[src/rtl/smb_cfg_pkg.sv]
package smb_cfg_pkg;
  localparam int NREG  = 8;
  localparam int IDX_W = $clog2(NREG);
  localparam int PIN_W = 4;

  typedef enum logic [2:0] {ST_IDLE, ST_RX, ST_RX_ACK, ST_TX, ST_TX_ACK} xfer_st_t;
  typedef enum logic [1:0] {K_ADDR, K_INDEX, K_COUNT, K_DATA} byte_kind_t;

  // Value loaded into a register on reset
  function automatic logic [7:0] reg_reset(input int i);
    case (i)
      1:       return 8'h7F;
      3:       return 8'hFF;
      4:       return 8'h47;
      5:       return 8'h9F;
      6:       return 8'h03;
      default: return 8'h00;
    endcase
  endfunction

  // Bits a host write may change
  function automatic logic [7:0] reg_wmask(input int i);
    case (i)
      1, 2, 3, 4: return 8'hFF;
      5:          return 8'hBF;
      6:          return 8'hB7;
      default:    return 8'h00;
    endcase
  endfunction
endpackage

[src/rtl/smb_glitch_filter.sv]
module smb_glitch_filter #(
  parameter int FILT_LEN = 3
) (
  input  logic clk,
  input  logic rst,
  input  logic line_raw,
  output logic line_q
);
  localparam int CW = $clog2(FILT_LEN) + 1;

  logic [1:0]    sync;
  logic [CW-1:0] run;

  // Two-flop synchroniser, then accept a new level only after FILT_LEN equal samples
  always_ff @(posedge clk) begin
    if (rst) begin
      sync   <= 2'b11;
      run    <= '0;
      line_q <= 1'b1;
    end else begin
      sync <= {sync[0], line_raw};
      if (sync[1] != line_q) begin
        if (run == CW'(FILT_LEN - 1)) begin
          line_q <= sync[1];
          run    <= '0;
        end else begin
          run <= run + 1'b1;
        end
      end else begin
        run <= '0;
      end
    end
  end
endmodule

[src/rtl/smb_bus_cond.sv]
module smb_bus_cond #(
  parameter int FILT_LEN = 3
) (
  input  logic clk,
  input  logic rst,
  input  logic scl_in,
  input  logic sda_in,
  output logic scl_rise,
  output logic scl_fall,
  output logic start_p,
  output logic stop_p,
  output logic sda_q
);
  localparam int NLINE = 2;

  logic [NLINE-1:0] raw, filt, prev;

  assign raw = {sda_in, scl_in};

  generate
    for (genvar g = 0; g < NLINE; g++) begin : g_line
      smb_glitch_filter #(.FILT_LEN(FILT_LEN)) u_filt (
        .clk      (clk),
        .rst      (rst),
        .line_raw (raw[g]),
        .line_q   (filt[g])
      );
    end
  endgenerate

  always_ff @(posedge clk) begin
    if (rst) prev <= '1;
    else     prev <= filt;
  end

  assign scl_rise = filt[0] & ~prev[0];
  assign scl_fall = ~filt[0] & prev[0];
  assign start_p  = filt[0] & prev[0] & prev[1] & ~filt[1];
  assign stop_p   = filt[0] & prev[0] & ~prev[1] & filt[1];
  assign sda_q    = filt[1];
endmodule

[src/rtl/smb_xfer_fsm.sv]
module smb_xfer_fsm
  import smb_cfg_pkg::*;
#(
  parameter logic [7:0] WR_ADDR = 8'hD2,
  parameter logic [7:0] RD_ADDR = 8'hD3
) (
  input  logic       clk,
  input  logic       rst,
  input  logic       scl_rise,
  input  logic       scl_fall,
  input  logic       start_p,
  input  logic       stop_p,
  input  logic       sda_q,
  input  logic [7:0] rd_data,
  output logic [7:0] rd_idx,
  output logic       wr_en,
  output logic [7:0] wr_idx,
  output logic [7:0] wr_data,
  output logic       sda_oe
);
  xfer_st_t   st;
  byte_kind_t kind;
  logic [7:0] shreg, txsh, idx, wleft, cnt_byte;
  logic [3:0] bits;
  logic       rd_mode, host_ack;

  assign rd_idx   = idx;
  assign cnt_byte = (idx < 8'(NREG)) ? (8'(NREG) - idx) : 8'h00;

  always_ff @(posedge clk) begin
    if (rst) begin
      st       <= ST_IDLE;
      kind     <= K_ADDR;
      shreg    <= '0;
      txsh     <= '0;
      idx      <= '0;
      wleft    <= '0;
      bits     <= '0;
      rd_mode  <= 1'b0;
      host_ack <= 1'b0;
      sda_oe   <= 1'b0;
      wr_en    <= 1'b0;
      wr_idx   <= '0;
      wr_data  <= '0;
    end else begin
      wr_en <= 1'b0;
      if (start_p) begin
        st     <= ST_RX;
        kind   <= K_ADDR;
        bits   <= '0;
        sda_oe <= 1'b0;
      end else if (stop_p) begin
        st     <= ST_IDLE;
        sda_oe <= 1'b0;
      end else begin
        case (st)
          ST_RX: begin
            if (scl_rise) begin
              shreg <= {shreg[6:0], sda_q};
              bits  <= bits + 4'd1;
            end else if (scl_fall && bits == 4'd8) begin
              bits <= '0;
              case (kind)
                K_ADDR: begin
                  if (shreg == WR_ADDR || shreg == RD_ADDR) begin
                    rd_mode <= (shreg == RD_ADDR);
                    kind    <= K_INDEX;
                    sda_oe  <= 1'b1;
                    st      <= ST_RX_ACK;
                  end else begin
                    st <= ST_IDLE;
                  end
                end
                K_INDEX: begin
                  idx    <= shreg;
                  kind   <= K_COUNT;
                  sda_oe <= 1'b1;
                  st     <= ST_RX_ACK;
                end
                K_COUNT: begin
                  wleft  <= shreg;
                  kind   <= K_DATA;
                  sda_oe <= 1'b1;
                  st     <= ST_RX_ACK;
                end
                default: begin
                  if (wleft != 8'h00) begin
                    wr_en   <= 1'b1;
                    wr_idx  <= idx;
                    wr_data <= shreg;
                    wleft   <= wleft - 8'd1;
                  end
                  if (idx != 8'hFF) idx <= idx + 8'd1;
                  sda_oe <= 1'b1;
                  st     <= ST_RX_ACK;
                end
              endcase
            end
          end
          ST_RX_ACK: begin
            if (scl_fall) begin
              if (rd_mode) begin
                txsh   <= cnt_byte;
                sda_oe <= ~cnt_byte[7];
                bits   <= '0;
                st     <= ST_TX;
              end else begin
                sda_oe <= 1'b0;
                st     <= ST_RX;
              end
            end
          end
          ST_TX: begin
            if (scl_fall) begin
              if (bits == 4'd7) begin
                sda_oe <= 1'b0;
                bits   <= '0;
                st     <= ST_TX_ACK;
              end else begin
                bits   <= bits + 4'd1;
                txsh   <= {txsh[6:0], 1'b0};
                sda_oe <= ~txsh[6];
              end
            end
          end
          ST_TX_ACK: begin
            if (scl_rise) begin
              host_ack <= ~sda_q;
            end else if (scl_fall) begin
              if (host_ack) begin
                txsh   <= rd_data;
                sda_oe <= ~rd_data[7];
                if (idx != 8'hFF) idx <= idx + 8'd1;
                st     <= ST_TX;
              end else begin
                st <= ST_IDLE;
              end
            end
          end
          default: ;
        endcase
      end
    end
  end


  release_after_stop_chk: assert property (@(posedge clk) disable iff (rst)
    stop_p |=> !sda_oe);


  drive_edge_qualified_chk: assert property (@(posedge clk) disable iff (rst)
    (sda_oe != $past(sda_oe)) |-> $past(scl_fall || start_p || stop_p));


  idle_silent_chk: assert property (@(posedge clk) disable iff (rst)
    (st == ST_IDLE) |-> !sda_oe);
endmodule

[src/rtl/smb_reg_bank.sv]
module smb_reg_bank
  import smb_cfg_pkg::*;
#(
  parameter logic [3:0] REV_ID = 4'h7
) (
  input  logic                 clk,
  input  logic                 rst,
  input  logic                 wr_en,
  input  logic [7:0]           wr_idx,
  input  logic [7:0]           wr_data,
  input  logic [7:0]           rd_idx,
  output logic [7:0]           rd_data,
  input  logic [PIN_W-1:0]     pin_state,
  output logic [NREG*8-1:0]    cfg_out
);
  logic [NREG-1:0][7:0] regq, view;
  logic [PIN_W-1:0]     pins_q;

  generate
    for (genvar i = 0; i < NREG; i++) begin : g_reg
      localparam logic [7:0] RST_V = reg_reset(i);
      localparam logic [7:0] MASK  = reg_wmask(i);
      logic [7:0] q;
      always_ff @(posedge clk) begin
        if (rst)                                q <= RST_V;
        else if (wr_en && wr_idx == 8'(i))      q <= (q & ~MASK) | (wr_data & MASK);
      end
      assign regq[i] = q;
    end
  endgenerate

  always_ff @(posedge clk) begin
    if (rst) pins_q <= '0;
    else     pins_q <= pin_state;
  end

  always_comb begin
    view          = regq;
    view[0]       = {{(8-PIN_W){1'b0}}, pins_q};
    view[NREG-1]  = {REV_ID, 4'b0001};
  end

  assign rd_data = (rd_idx < 8'(NREG)) ? view[rd_idx[IDX_W-1:0]] : 8'h00;
  assign cfg_out = view;


  oob_write_inert_chk: assert property (@(posedge clk) disable iff (rst)
    (wr_en && wr_idx >= 8'(NREG)) |=> $stable(regq));


  no_stray_write_chk: assert property (@(posedge clk) disable iff (rst)
    !wr_en |=> $stable(regq));
endmodule

[src/rtl/smb_cfg_slave.sv]
module smb_cfg_slave
  import smb_cfg_pkg::*;
#(
  parameter logic [7:0] WR_ADDR  = 8'hD2,
  parameter logic [7:0] RD_ADDR  = 8'hD3,
  parameter int         FILT_LEN = 3,
  parameter logic [3:0] REV_ID   = 4'h7
) (
  input  logic              clk,
  input  logic              rst,
  input  logic              scl_in,
  input  logic              sda_in,
  output logic              sda_oe,
  input  logic [3:0]        pin_state,
  output logic [63:0]       cfg_out
);
  logic       scl_rise, scl_fall, start_p, stop_p, sda_q;
  logic       wr_en;
  logic [7:0] wr_idx, wr_data, rd_idx, rd_data;

  smb_bus_cond #(.FILT_LEN(FILT_LEN)) u_cond (
    .clk      (clk),
    .rst      (rst),
    .scl_in   (scl_in),
    .sda_in   (sda_in),
    .scl_rise (scl_rise),
    .scl_fall (scl_fall),
    .start_p  (start_p),
    .stop_p   (stop_p),
    .sda_q    (sda_q)
  );

  smb_xfer_fsm #(.WR_ADDR(WR_ADDR), .RD_ADDR(RD_ADDR)) u_fsm (
    .clk      (clk),
    .rst      (rst),
    .scl_rise (scl_rise),
    .scl_fall (scl_fall),
    .start_p  (start_p),
    .stop_p   (stop_p),
    .sda_q    (sda_q),
    .rd_data  (rd_data),
    .rd_idx   (rd_idx),
    .wr_en    (wr_en),
    .wr_idx   (wr_idx),
    .wr_data  (wr_data),
    .sda_oe   (sda_oe)
  );

  smb_reg_bank #(.REV_ID(REV_ID)) u_bank (
    .clk       (clk),
    .rst       (rst),
    .wr_en     (wr_en),
    .wr_idx    (wr_idx),
    .wr_data   (wr_data),
    .rd_idx    (rd_idx),
    .rd_data   (rd_data),
    .pin_state (pin_state),
    .cfg_out   (cfg_out)
  );
endmodule

[config.mk]
export PLATFORM = sky130hd
export DESIGN_NAME = smb_cfg_slave
export DESIGN_NICKNAME = d
export VERILOG_FILES = /design/src/rtl/smb_cfg_pkg.sv /design/src/rtl/smb_glitch_filter.sv /design/src/rtl/smb_bus_cond.sv /design/src/rtl/smb_xfer_fsm.sv /design/src/rtl/smb_reg_bank.sv /design/src/rtl/smb_cfg_slave.sv
export SDC_FILE = /design/constraint.sdc
export NUM_CORES = 1
export LEC_CHECK = 0
export ABC_AREA = 1
export BUFFER_PORTS_ARGS = -buffer_cell sky130_fd_sc_hd__buf_2
export CAP_MARGIN = 0
export CELL_PAD_IN_SITES_DETAIL_PLACEMENT = 0
export CELL_PAD_IN_SITES_GLOBAL_PLACEMENT = 1
export CORE_ASPECT_RATIO = 1.25
export CORE_MARGIN = 1.5
export CORE_UTILIZATION = 38
export DETAILED_ROUTE_END_ITERATION = 10
export PLACE_DENSITY = 0.81
export REMOVE_ABC_BUFFERS = 1
export SYNTH_ARGS = -nofsm -noshare
export SYNTH_HDL_FRONTEND = slang
export SYNTH_SLANG_ARGS = --single-unit
export TNS_END_PERCENT = 50
[constraint.sdc]
create_clock -name clk -period 1.7 [get_ports clk]
set_input_delay 0.085 -clock clk [delete_from_list [all_inputs] [get_ports clk]]
set_output_delay 0.085 -clock clk [all_outputs]
set_load 0.02 [all_outputs]
==> impl_results.md, run 1 <==
- Worst setup SP type: register
- DRC viols: 0
- Delay-heaviest family, CP: simple AND/OR/NAND/NOR gates
- Slowest stage delay, CP: 0.36 ns
- # setup viols final: 0
- Die width: 117 um
- Vias: 6157
- Global placer's final weighted congestion: 0.857
- FF+latch area: 2470 um2
- Final Util: 50.8%
- Clk_lat worst skew: 0.42 ns
- LEAKAGE: 3.68 nW
- Period utilization: 97.1%
- Commonest non-fill, non-tap cell in the layout: nand2_1
- Antenna violations before repair: 0
- Cell Rows: 51
- Critical-path cell list: inv_2, ha_2, or2_2, nand2_1, nand2_1, nor2_2, buf_6, nand2_8, inv_2, and2_1, nor2_1
- Die height: 145 um
- Slew margin rel.: 65.8%
- Pwr dens: 1160 nW/um2
- Core area: 15700 um2
- Total track usage: 21.4%
- Mapped Area: 6140 um2
- Largest net degree at the start of global routing: 35
- DIE AREA: 16900 um2
- Total power: 9.26 mW
- CTS tree: built
- Max-cap violations: 0
- #FFs+latches synth: 123
- Non-filler cells, final: 1248
- Status: completed
- Via density: 4.93
- Routed Antenna Nets: 0
- Clk sinks: 123
- Layout cells sized above 1: 22.5%
- Filler cells: 1575
- Port bufs: 57
- Crit path buf inv count: 3
- Total CTS buffers: 17
- Cell count after synthesis: 892
- Wire per inst: 14.3 um
- Global route overflow: 0
- Placed cell areas: 7040 um2
- Data arrival, critical path: 1.97 ns
- Critical Path Fanout Max: 8
- Syn avg cell area: 6.88 um2
- Antenna cells: 0
- Vias in the first global route: 5714
- Dpl ws: -0.0613 ns
- Initial Util: 39.1%
- Setup Crit Path Kind: reg -> reg
- VDD IR max: 0.000713 V
- RSZ-0062 raised after global routing: yes
- First-pass GRT wire length: 28300 um
- Post-route cell area: 7980 um2
- CP max-delay cell: dfxtp_4
- H-tree levels: 4
- Layout net count: 1046
- Sequential fraction of the synthesis area: 40.1%
- CTS root buffer: clkbuf_16
- WL final: 17900 um
- Hold WC Path Type: in -> reg
- Initial DRC count: 422
- Worst Path Required: 2.02 ns
- Netlist cell types: 33
- DRT Pass-1 Iters: 5
- Fin crit period: 1.65 ns
- Setup crit end kind: register
- Clk slew on worst S/H paths: 0.06 ns
- Dpl hpwl: 12800 um
- Area Growth Syn to Fin: 30.1%
- Area of the multi-input gates: 3260 um2
- Dpl cells: 1196
- Slew @ Worst Pin: 0.512 ns
- Final WS setup: 0.0499 ns
- Final hold violation count: 0
- Clock skew: 0.00875 ns
- Ys Warns: 0
- Fin. max-slew vios: 0
- Most frequent cells in the layout: nand2_1, dfxtp_1, nor2_1
- Clock Tree Buf Depth: 2
- I/O pin count: 73
- Fmax: 606 MHz
==> cells by family after synthesis <==
group,synth area share (%)
and+or+nand+nor,28.6
AOI/OAI and AO/OA,16.9
buffers and inverters,9.95
DFF,40.1
adders and majority gates,3.06
xor gates and xnor gates,1.28
other,0.122
==> through the flow <==
step           hold WS [ns]  TNS (ns)
6_report             0.0148         0
5_1_grt              0.0504    -0.115
4_1_cts             0.00455         0
3_5_place_dp          0.270    -0.189
3_3_place_gp          0.270   -0.0787
2_1_floorplan         0.154     -6.46
==> worst reg2reg max path, stage by stage, from the launching register on <==
cell	delay, ns
dfxtp_4	0.36
inv_2	0.05
ha_2	0.18
or2_2	0.29
nand2_1	0.07
nand2_1	0.05
nor2_2	0.09
buf_6	0.16
nand2_8	0.07
inv_2	0.07
and2_1	0.12
nor2_1	0.04
==> Yosys cell counts <==
cell,n,share of area [%]
a211oi_1,2,0.24
a21oi_1,73,6.0
and2_1,1,0.10
buf_2,8,0.65
buf_4,15,1.8
clkbuf_1,22,1.3
clkinv_1,2,0.12
conb_1,2,0.12
dfxtp_1,123,40
ha_1,15,3.1
inv_1,95,5.8
inv_2,3,0.18
nand2_1,202,12
nand2_2,2,0.20
nand2_4,1,0.18
nand3_1,61,5.0
nand3_2,2,0.33
nand3b_1,3,0.37
nand4_1,12,1.2
nor2_1,102,6.2
nor2_2,4,0.41
nor2_4,3,0.55
nor3_1,7,0.57
nor3_2,1,0.16
o2111ai_1,1,0.14
o211ai_1,32,3.9
o21ai_0,78,6.4
o21ai_2,1,0.14
o22ai_1,1,0.10
or2_2,8,0.82
or3_1,1,0.10
xnor2_1,3,0.43
xor2_1,6,0.86
==> sequential cells by signal, indices dropped and copies added, names as in the netlist <==
name                         flops
u_bank.pins_q                    4
u_cond.g_line.u_filt.sync        4
u_fsm.kind                       2
u_fsm.rd_mode                    1
u_fsm.wr_idx                     8
u_fsm.shreg                      8
u_fsm.wr_en                      1
u_fsm.host_ack                   1
u_fsm.wr_data                    8
u_cond.prev                      2
u_fsm.bits                       4
u_fsm.rd_idx                     8
u_fsm.sda_oe                     1
u_cond.g_line.u_filt.line_q      2
u_fsm.wleft                      8
u_fsm.st                         3
u_fsm.txsh                       7
u_bank.g.q                      45
u_cond.g_line.u_filt.run         6
==> what timing repair did <==
item | CTS | global route
gates resized for setup | 5 | 51
hold endpoints to repair | 6 | 0
endpoints found under the setup margin | 9 | 43
setup buffers | 0 | 11
hold buffers | 6 | 0
pin swaps | 2 | 13
gates cloned | 0 | 3
==> area by class of cell <==
cell class,count,share of cell area [%]
Clock buffer,18,5.50
Clock inverter,14,2.41
Inverter,100,4.78
Multi-Input combinational cell,640,40.8
Sequential cell,123,31.0
Tap cell,212,3.32
Timing Repair Buffer,141,12.2
==> power by group <==
part           internal [mW]  leakage (nW)  switching, mW
Clock                   2.49         0.303           1.39
Sequential              3.02         0.998         0.0807
Combinational          0.843          2.37           1.43
Total                   6.36          3.68           2.90
==> final timing paths <==
kind / from / endpoint / slack, ns / cells past startpoint
worst max-delay path: u_fsm.kind[0]$_SDFFE_PP0P_ / u_fsm.rd_idx[4]$_SDFFE_PP0P_ / 0.05 / 11
worst min register to register: u_cond.g_line[1].u_filt.sync[0]$_SDFF_PP1_ / u_cond.g_line[1].u_filt.sync[1]$_SDFF_PP1_ / 0.41 / 1
worst min-delay path: rst / u_cond.prev[1]$_SDFF_PP1_ / 0.01 / 3
worst max register to register: u_fsm.kind[0]$_SDFFE_PP0P_ / u_fsm.rd_idx[4]$_SDFFE_PP0P_ / 0.05 / 11
==> per-layer routing <==
metal	part of all wire [%]	global-route usage (%)	vias up
met5	0	0	-
met4	3.2	8.98	0
met3	4.1	4.55	35
met2	49	36.6	135
met1	43	25.6	2825
li1	-	-	3162
(Power assumes the default switching activity.)
==> run 2, diff against run 1 <==
- SETUP_SLACK_MARGIN: not set -> 0.02
- clock period: 1.7 -> 1.5 ns (I/O delays scaled with it)
==> run 2 against run 1 <==
Against the previous run: the flow now finishes with violations (setup timing); combinational power grew 36%; die area is the same; total power grew 22%; critical path type unchanged; critical endpoint is now u_fsm.wleft[6]$_SDFFE_PP0P_; largest power group unchanged.
==> impl_results.md, run 2 (same netlist as run 1, synthesis figures left out) <==
- Sequential power share: 31.2%
- Clock Tree Buf Depth: 2
- DRT Pass-1 Iters: 5
- Biggest register: u_bank.g.q
- Fmax: 623 MHz
- Die height: 145 um
- Hold Slack: 0.377 ns
- WP depth: 12
- Worst hold start: sda_in
- Placed cell areas: 7460 um2
- Layout cells sized above 1: 34.0%
- Core area: 15700 um2
- CP Launch Point: u_fsm.bits[0]$_SDFFE_PP0P_
- Wire per inst: 14.7 um
- Clock skew: 0.00753 ns
- Number of cells on the worst hold path: 3
- Total CTS buffers: 17
- Clk slew on worst S/H paths: 0.06 ns
- Hold WC Path Type: in -> reg
- WL final: 19200 um
- Worst setup SP type: register
- Dpl hpwl: 13200 um
- Sw Ratio: 31.1%
- Post-route cell area: 9010 um2
- Total power: 11.3 mW
- Antenna violations before repair: 0
- First-pass GRT wire length: 30400 um
- Setup TNS: -1.89 ns
- Critical Path Fanout Max: 5
- Fin crit period: 1.61 ns
- Antenna cells: 0
- Critical-path cell list: inv_2, ha_4, nand2_4, inv_2, nand3_4, nor2_4, buf_6, nand3_4, inv_4, nand2_2, a21oi_2, nor2_1
- Port bufs: 57
- Initial DRC count: 383
- Max-cap violations: 0
- Routed Antenna Nets: 0
- Initial Util: 39.1%
- I/O pin count: 73
- Cell Rows: 51
- CTS root buffer: clkbuf_16
- Pwr dens: 1260 nW/um2
- Via density: 4.96
- Setup crit end kind: register
- Failing checks: setup timing
- Fin. max-slew vios: 0
- Data arrival, critical path: 1.92 ns
- RSZ-0062 raised after global routing: yes
- Worst-case reg-to-reg path depth: 12
- CP max-delay cell: dfxtp_2
- Vias: 6479
- # setup viols final: 40
- CTS tree: built
- Global placer's final weighted congestion: 0.903
- Status: finished with violations
- Crit path buf inv count: 4
- Comb power frac: 27.3%
- P_int: 7.80 mW
- Final WS setup: -0.106 ns
- Area Growth Syn to Fin: 46.9%
- Most frequent cells in the layout: nand2_1, dfxtp_1, buf_4
- DRC viols: 0
- Clk network pwr share: 41.5%
- Psw: 3.53 mW
- Slowest stage delay, CP: 0.33 ns
- Vias in the first global route: 6267
- Filler cells: 1469
- Worst r2r src: u_fsm.bits[0]$_SDFFE_PP0P_
- Max FFs per register: 45
- Clk_lat worst skew: 0.42 ns
- DIE AREA: 16900 um2
- Final hold violation count: 0
- VDD IR max: 0.000767 V
- Worst Path Required: 1.82 ns
- Total track usage: 23.1%
- Commonest non-fill, non-tap cell in the layout: nand2_1
- Delay-heaviest family, CP: simple AND/OR/NAND/NOR gates
- H-tree levels: 4
- Die width: 117 um
- Global route overflow: 0
- Largest net degree at the start of global routing: 61
- Layout net count: 1104
- Period utilization: 107%
- Clk sinks: 123
- LEAKAGE: 4.09 nW
- Setup Crit Path Kind: reg -> reg
==> run 2: cell count changes in the layout (fill, tap and decap cells not counted), moves of 8 or more <==
| cell | before | now |
|---|---|---|
| nand2_2 | 11 | 21 |
| a21oi_1 | 73 | 57 |
| a21oi_2 | 0 | 16 |
| nand3_1 | 59 | 46 |
| buf_6 | 1 | 15 |
| o21ai_0 | 70 | 55 |
| inv_1 | 87 | 79 |
| o21ai_1 | 7 | 15 |
| nor2_1 | 95 | 85 |
| buf_4 | 74 | 110 |
| nand3_2 | 3 | 12 |
| nand2_1 | 193 | 178 |
==> run 2: what timing repair did <==
item                                    in CTS  in global routing
buffers inserted                             9                  4
resized for setup                          121                 84
endpoints found under the hold margin        7                  0
endpoints found under the setup margin      53                 83
pin swaps                                   33                 40
cloned                                       5                  1
hold buffers                                 7                  0
==> run 2: tightest hold or removal path: cells and delay by family <==
kind / cells / cell delay, ns
buffers and inverters: 2 / 0.61
and+or+nand+nor: 1 / 0.09
==> run 2: cell type report <==
cell class	instances	area, um2	area share (%)
repair buffers	199	1560	17.3
inverters	100	389	4.32
multi-input cells	640	3640	40.4
flip-flops and latches	123	2490	27.6
well taps	212	265	2.94
clock inverters	14	244	2.71
clock buffers	17	425	4.72
==> run 2: worst paths after layout <==
kind,end,slack [ns]
worst min register to register,u_cond.g_line[1].u_filt.sync[1]$_SDFF_PP1_,0.41
worst min-delay path,u_cond.g_line[1].u_filt.sync[0]$_SDFF_PP1_,0.38
worst max-delay path,u_fsm.wleft[6]$_SDFFE_PP0P_,-0.11
worst max register to register,u_fsm.wleft[6]$_SDFFE_PP0P_,-0.11
==> run 2: stage by stage <==
step | util, % | cells | setup WS [ns]
2_1_floorplan | - | 860 | -0.672
3_3_place_gp | 47.5 | 1249 | -0.209
3_5_place_dp | 47.5 | 1249 | -0.217
4_1_cts | 55.4 | 1301 | -0.0780
5_1_grt | 57.4 | 1305 | -0.177
6_report | 57.4 | 1305 | -0.106
==> run 2: power groups by stage <==
stage,clock network (mW),registers (mW),logic (mW)
4_1_cts,4.77,3.52,2.89
3_3_place_gp,0,3.57,2.50
3_5_place_dp,0,3.57,2.52
5_1_grt,4.91,3.55,3.42
2_1_floorplan,0,3.62,1.43
6_report,4.70,3.53,3.09
==> run 2: routing by layer <==
metal	vias to the layer above	wire, um	global-route usage [%]
li1	3272	-	-
met1	3003	7980	26.7
met2	156	9880	40.2
met3	48	626	3.88
met4	0	663	11.7
met5	-	0	0
==> run 3, diff against run 2 <==
- ABC_AREA: 1 -> 0
- CORE_UTILIZATION: 38 -> 40
- TNS_END_PERCENT: 50 -> 10
==> run 3 against run 2 <==
Against the previous run: the flow still finishes with violations (setup timing); register-to-register slack got worse by 0.49 ns; non-clock buffer count shrank 4; wire length decreased by 9.9%; clock power decreased by 16%; total power fell by 35%; sequential share of layout area grew 2.1 points; worst hold slack worse by 0.22 ns; final area fell by 7.6%; core utilization down 1.7 points; worst setup slack got worse by 0.49 ns; critical endpoint is now u_bank.g_reg[2].q[2]$_SDFFE_PP0P_.
==> impl_results.md, run 3 <==
- Status: finished with violations
- Failing checks: setup timing
- Clock skew: 0.00728 ns
- Max FFs per register: 45
- Psw: 1.69 mW
- Synth area leader: dfxtp_1
- Sequential fraction of the synthesis area: 40.2%
- Biggest register: u_bank.g.q
- Clk network pwr share: 53.2%
- WL final: 17300 um
- Syn avg cell area: 9.04 um2
- Data arrival, critical path: 2.40 ns
- Filler cells: 1315
- Total CTS buffers: 17
- Netlist cell types: 70
- Fin crit period: 2.10 ns
- Wire per inst: 16.6 um
- Vias: 5597
- Synth top area share: 40.2%
- # setup viols final: 103
- DRT Pass-1 Iters: 5
- Final WS setup: -0.600 ns
- Clock Tree Buf Depth: 2
- Via density: 5.39
- Asr flop ratio synth: 0%
- Setup Crit Path Kind: reg -> reg
- H-tree levels: 4
- Die height: 141 um
- Worst setup SP type: register
- Routed Antenna Nets: 0
- Number of synthesized flops with an enable pin: 0
- Critical Path Fanout Max: 4
- Synth area leaders: dfxtp_1, mux2i_1, nor2_1, nand2_1, ha_1
- Vias in the first global route: 5610
- CTS tree: built
- #FFs+latches synth: 123
- LEAKAGE: 3.57 nW
- Worst Path Required: 1.80 ns
- Cell count after synthesis: 677
- Cell Rows: 50
- Initial Util: 40.9%
- Clk sinks: 123
- Setup crit end kind: register
- Global route overflow: 0
- Final Util: 55.7%
- Hold WC Path Type: in -> reg
- VDD IR max: 0.000537 V
- Most common library cells after synthesis: dfxtp_1, mux2i_1, nor2_1
- Layout cells sized above 1: 34.4%
- Clk slew on worst S/H paths: 0.06 ns
- Most frequent cells in the layout: dfxtp_1, buf_4, mux2i_1
- Final hold violation count: 0
- Clk_lat worst skew: 0.42 ns
- Sequential power share: 44.4%
- P_int: 5.71 mW
- Fmax: 476 MHz
- Dpl hpwl: 12500 um
- Ys Warns: 0
- Antenna cells: 0
- Largest net degree at the start of global routing: 77
- Global placer's final weighted congestion: 0.913
- Total power: 7.40 mW
- Placed cell areas: 7430 um2
- DRC viols: 0
- Layout net count: 867
- RSZ-0062 raised after global routing: yes
- Mapped Area: 6120 um2
- DIE AREA: 16100 um2
- I/O pin count: 73
- Total track usage: 21.8%
- First-pass GRT wire length: 27700 um
- Pwr dens: 889 nW/um2
- CTS root buffer: clkbuf_16
- Initial DRC count: 311
- Sw Ratio: 22.9%
- Comb power frac: 2.4%
- Synth Flop Type: dfxtp_1
- Port bufs: 57
- Area Growth Syn to Fin: 36.1%
- Max-cap violations: 0
- Fin. max-slew vios: 0
- Core area: 15000 um2
- Die width: 114 um
- Post-route cell area: 8330 um2
- Commonest non-fill, non-tap cell in the layout: dfxtp_1
- Most frequent cell after synthesis: dfxtp_1
- Period utilization: 140%
- Antenna violations before repair: 0
==> run 3: cell count changes after synthesis, sizes merged, moves of 30 or more <==
cell	change
o21ai	-55
inv	-83
o211ai	-30
mux2i	+84
nand2	-142
a21oi	-41
nand3	-55
==> run 3: area by class of cell <==
type                       instances  area, um2  area share (%)
clock buffer                      19        453            5.44
clock inverter                    13        119            1.43
inverter                          16       60.1           0.721
multi-input combinational        491       3530            42.4
sequential                       123       2470            29.7
tap                              182        228            2.73
timing repair buffer             195       1470            17.6
==> run 3: metrics by stage <==
stage	std cells	setup slack, ns	TNS, ns	hold WS (ns)
after floorplan	630	-0.798	-49.39	0.140
after global placement	999	-0.555	-36.65	0.264
after detailed placement	999	-0.613	-40.18	0.264
after CTS	1037	-0.598	-34.47	0.153
after global routing	1039	-0.653	-45.84	0.169
final	1039	-0.600	-37.00	0.156
==> run 3: final timing paths <==
check,startpoint,end,slack [ns],cells after the start
worst max-delay path,u_fsm.wr_idx[7]$_SDFFE_PP0P_,u_bank.g_reg[2].q[2]$_SDFFE_PP0P_,-0.60,6
worst min-delay path,rst,u_fsm.wr_data[4]$_SDFFE_PP0P_,0.16,3
worst max register to register,u_fsm.wr_idx[7]$_SDFFE_PP0P_,u_bank.g_reg[2].q[2]$_SDFFE_PP0P_,-0.60,6
worst min register to register,u_cond.g_line[1].u_filt.sync[0]$_SDFF_PP1_,u_cond.g_line[1].u_filt.sync[1]$_SDFF_PP1_,0.41,1
==> run 3: power groups by stage <==
stage	Sequential, mW	Clock (mW)	Combinational (mW)
global placement	3.36	0	0.163
CTS	3.29	3.98	0.180
finish	3.29	3.94	0.179
detailed placement	3.36	0	0.166
floorplan	3.36	0	0.0717
global route	3.29	4.13	0.193
==> run 3: cell families after synthesis <==
group | count (synthesis) | share of synthesized area (%)
simple gates | 237 | 19.2
compound gates | 124 | 13.9
mux | 96 | 16.7
fa+ha+maj | 15 | 3.07
buf+inv | 76 | 6.21
xor+xnor | 4 | 0.572
flops | 123 | 40.2
other cells | 2 | 0.123
==> run 3: per-layer routing <==
layer	global-route usage, %	wire [um]	up-vias
met5	0	0	-
met4	11.8	588	0
met3	3.50	526	43
met2	39.8	8940	140
met1	24.1	7200	2690
li1	-	-	2724
==> run 3: what timing repair did <==
item / in CTS / in global routing
setup endpoints to repair: 103 / 104
hold endpoints to repair: 6 / 0
pin swaps: 25 / 13
resized for setup: 53 / 17
setup buffers: 0 / 2
hold buffers: 6 / 0
==> run 3: critical path, stage by stage (launching register included) <==
cell     delay [ns]
dfxtp_1        0.31
or4_4          0.53
or4_4          0.47
nor3b_2        0.21
buf_4          0.19
mux2i_1        0.21
nor2_1         0.06
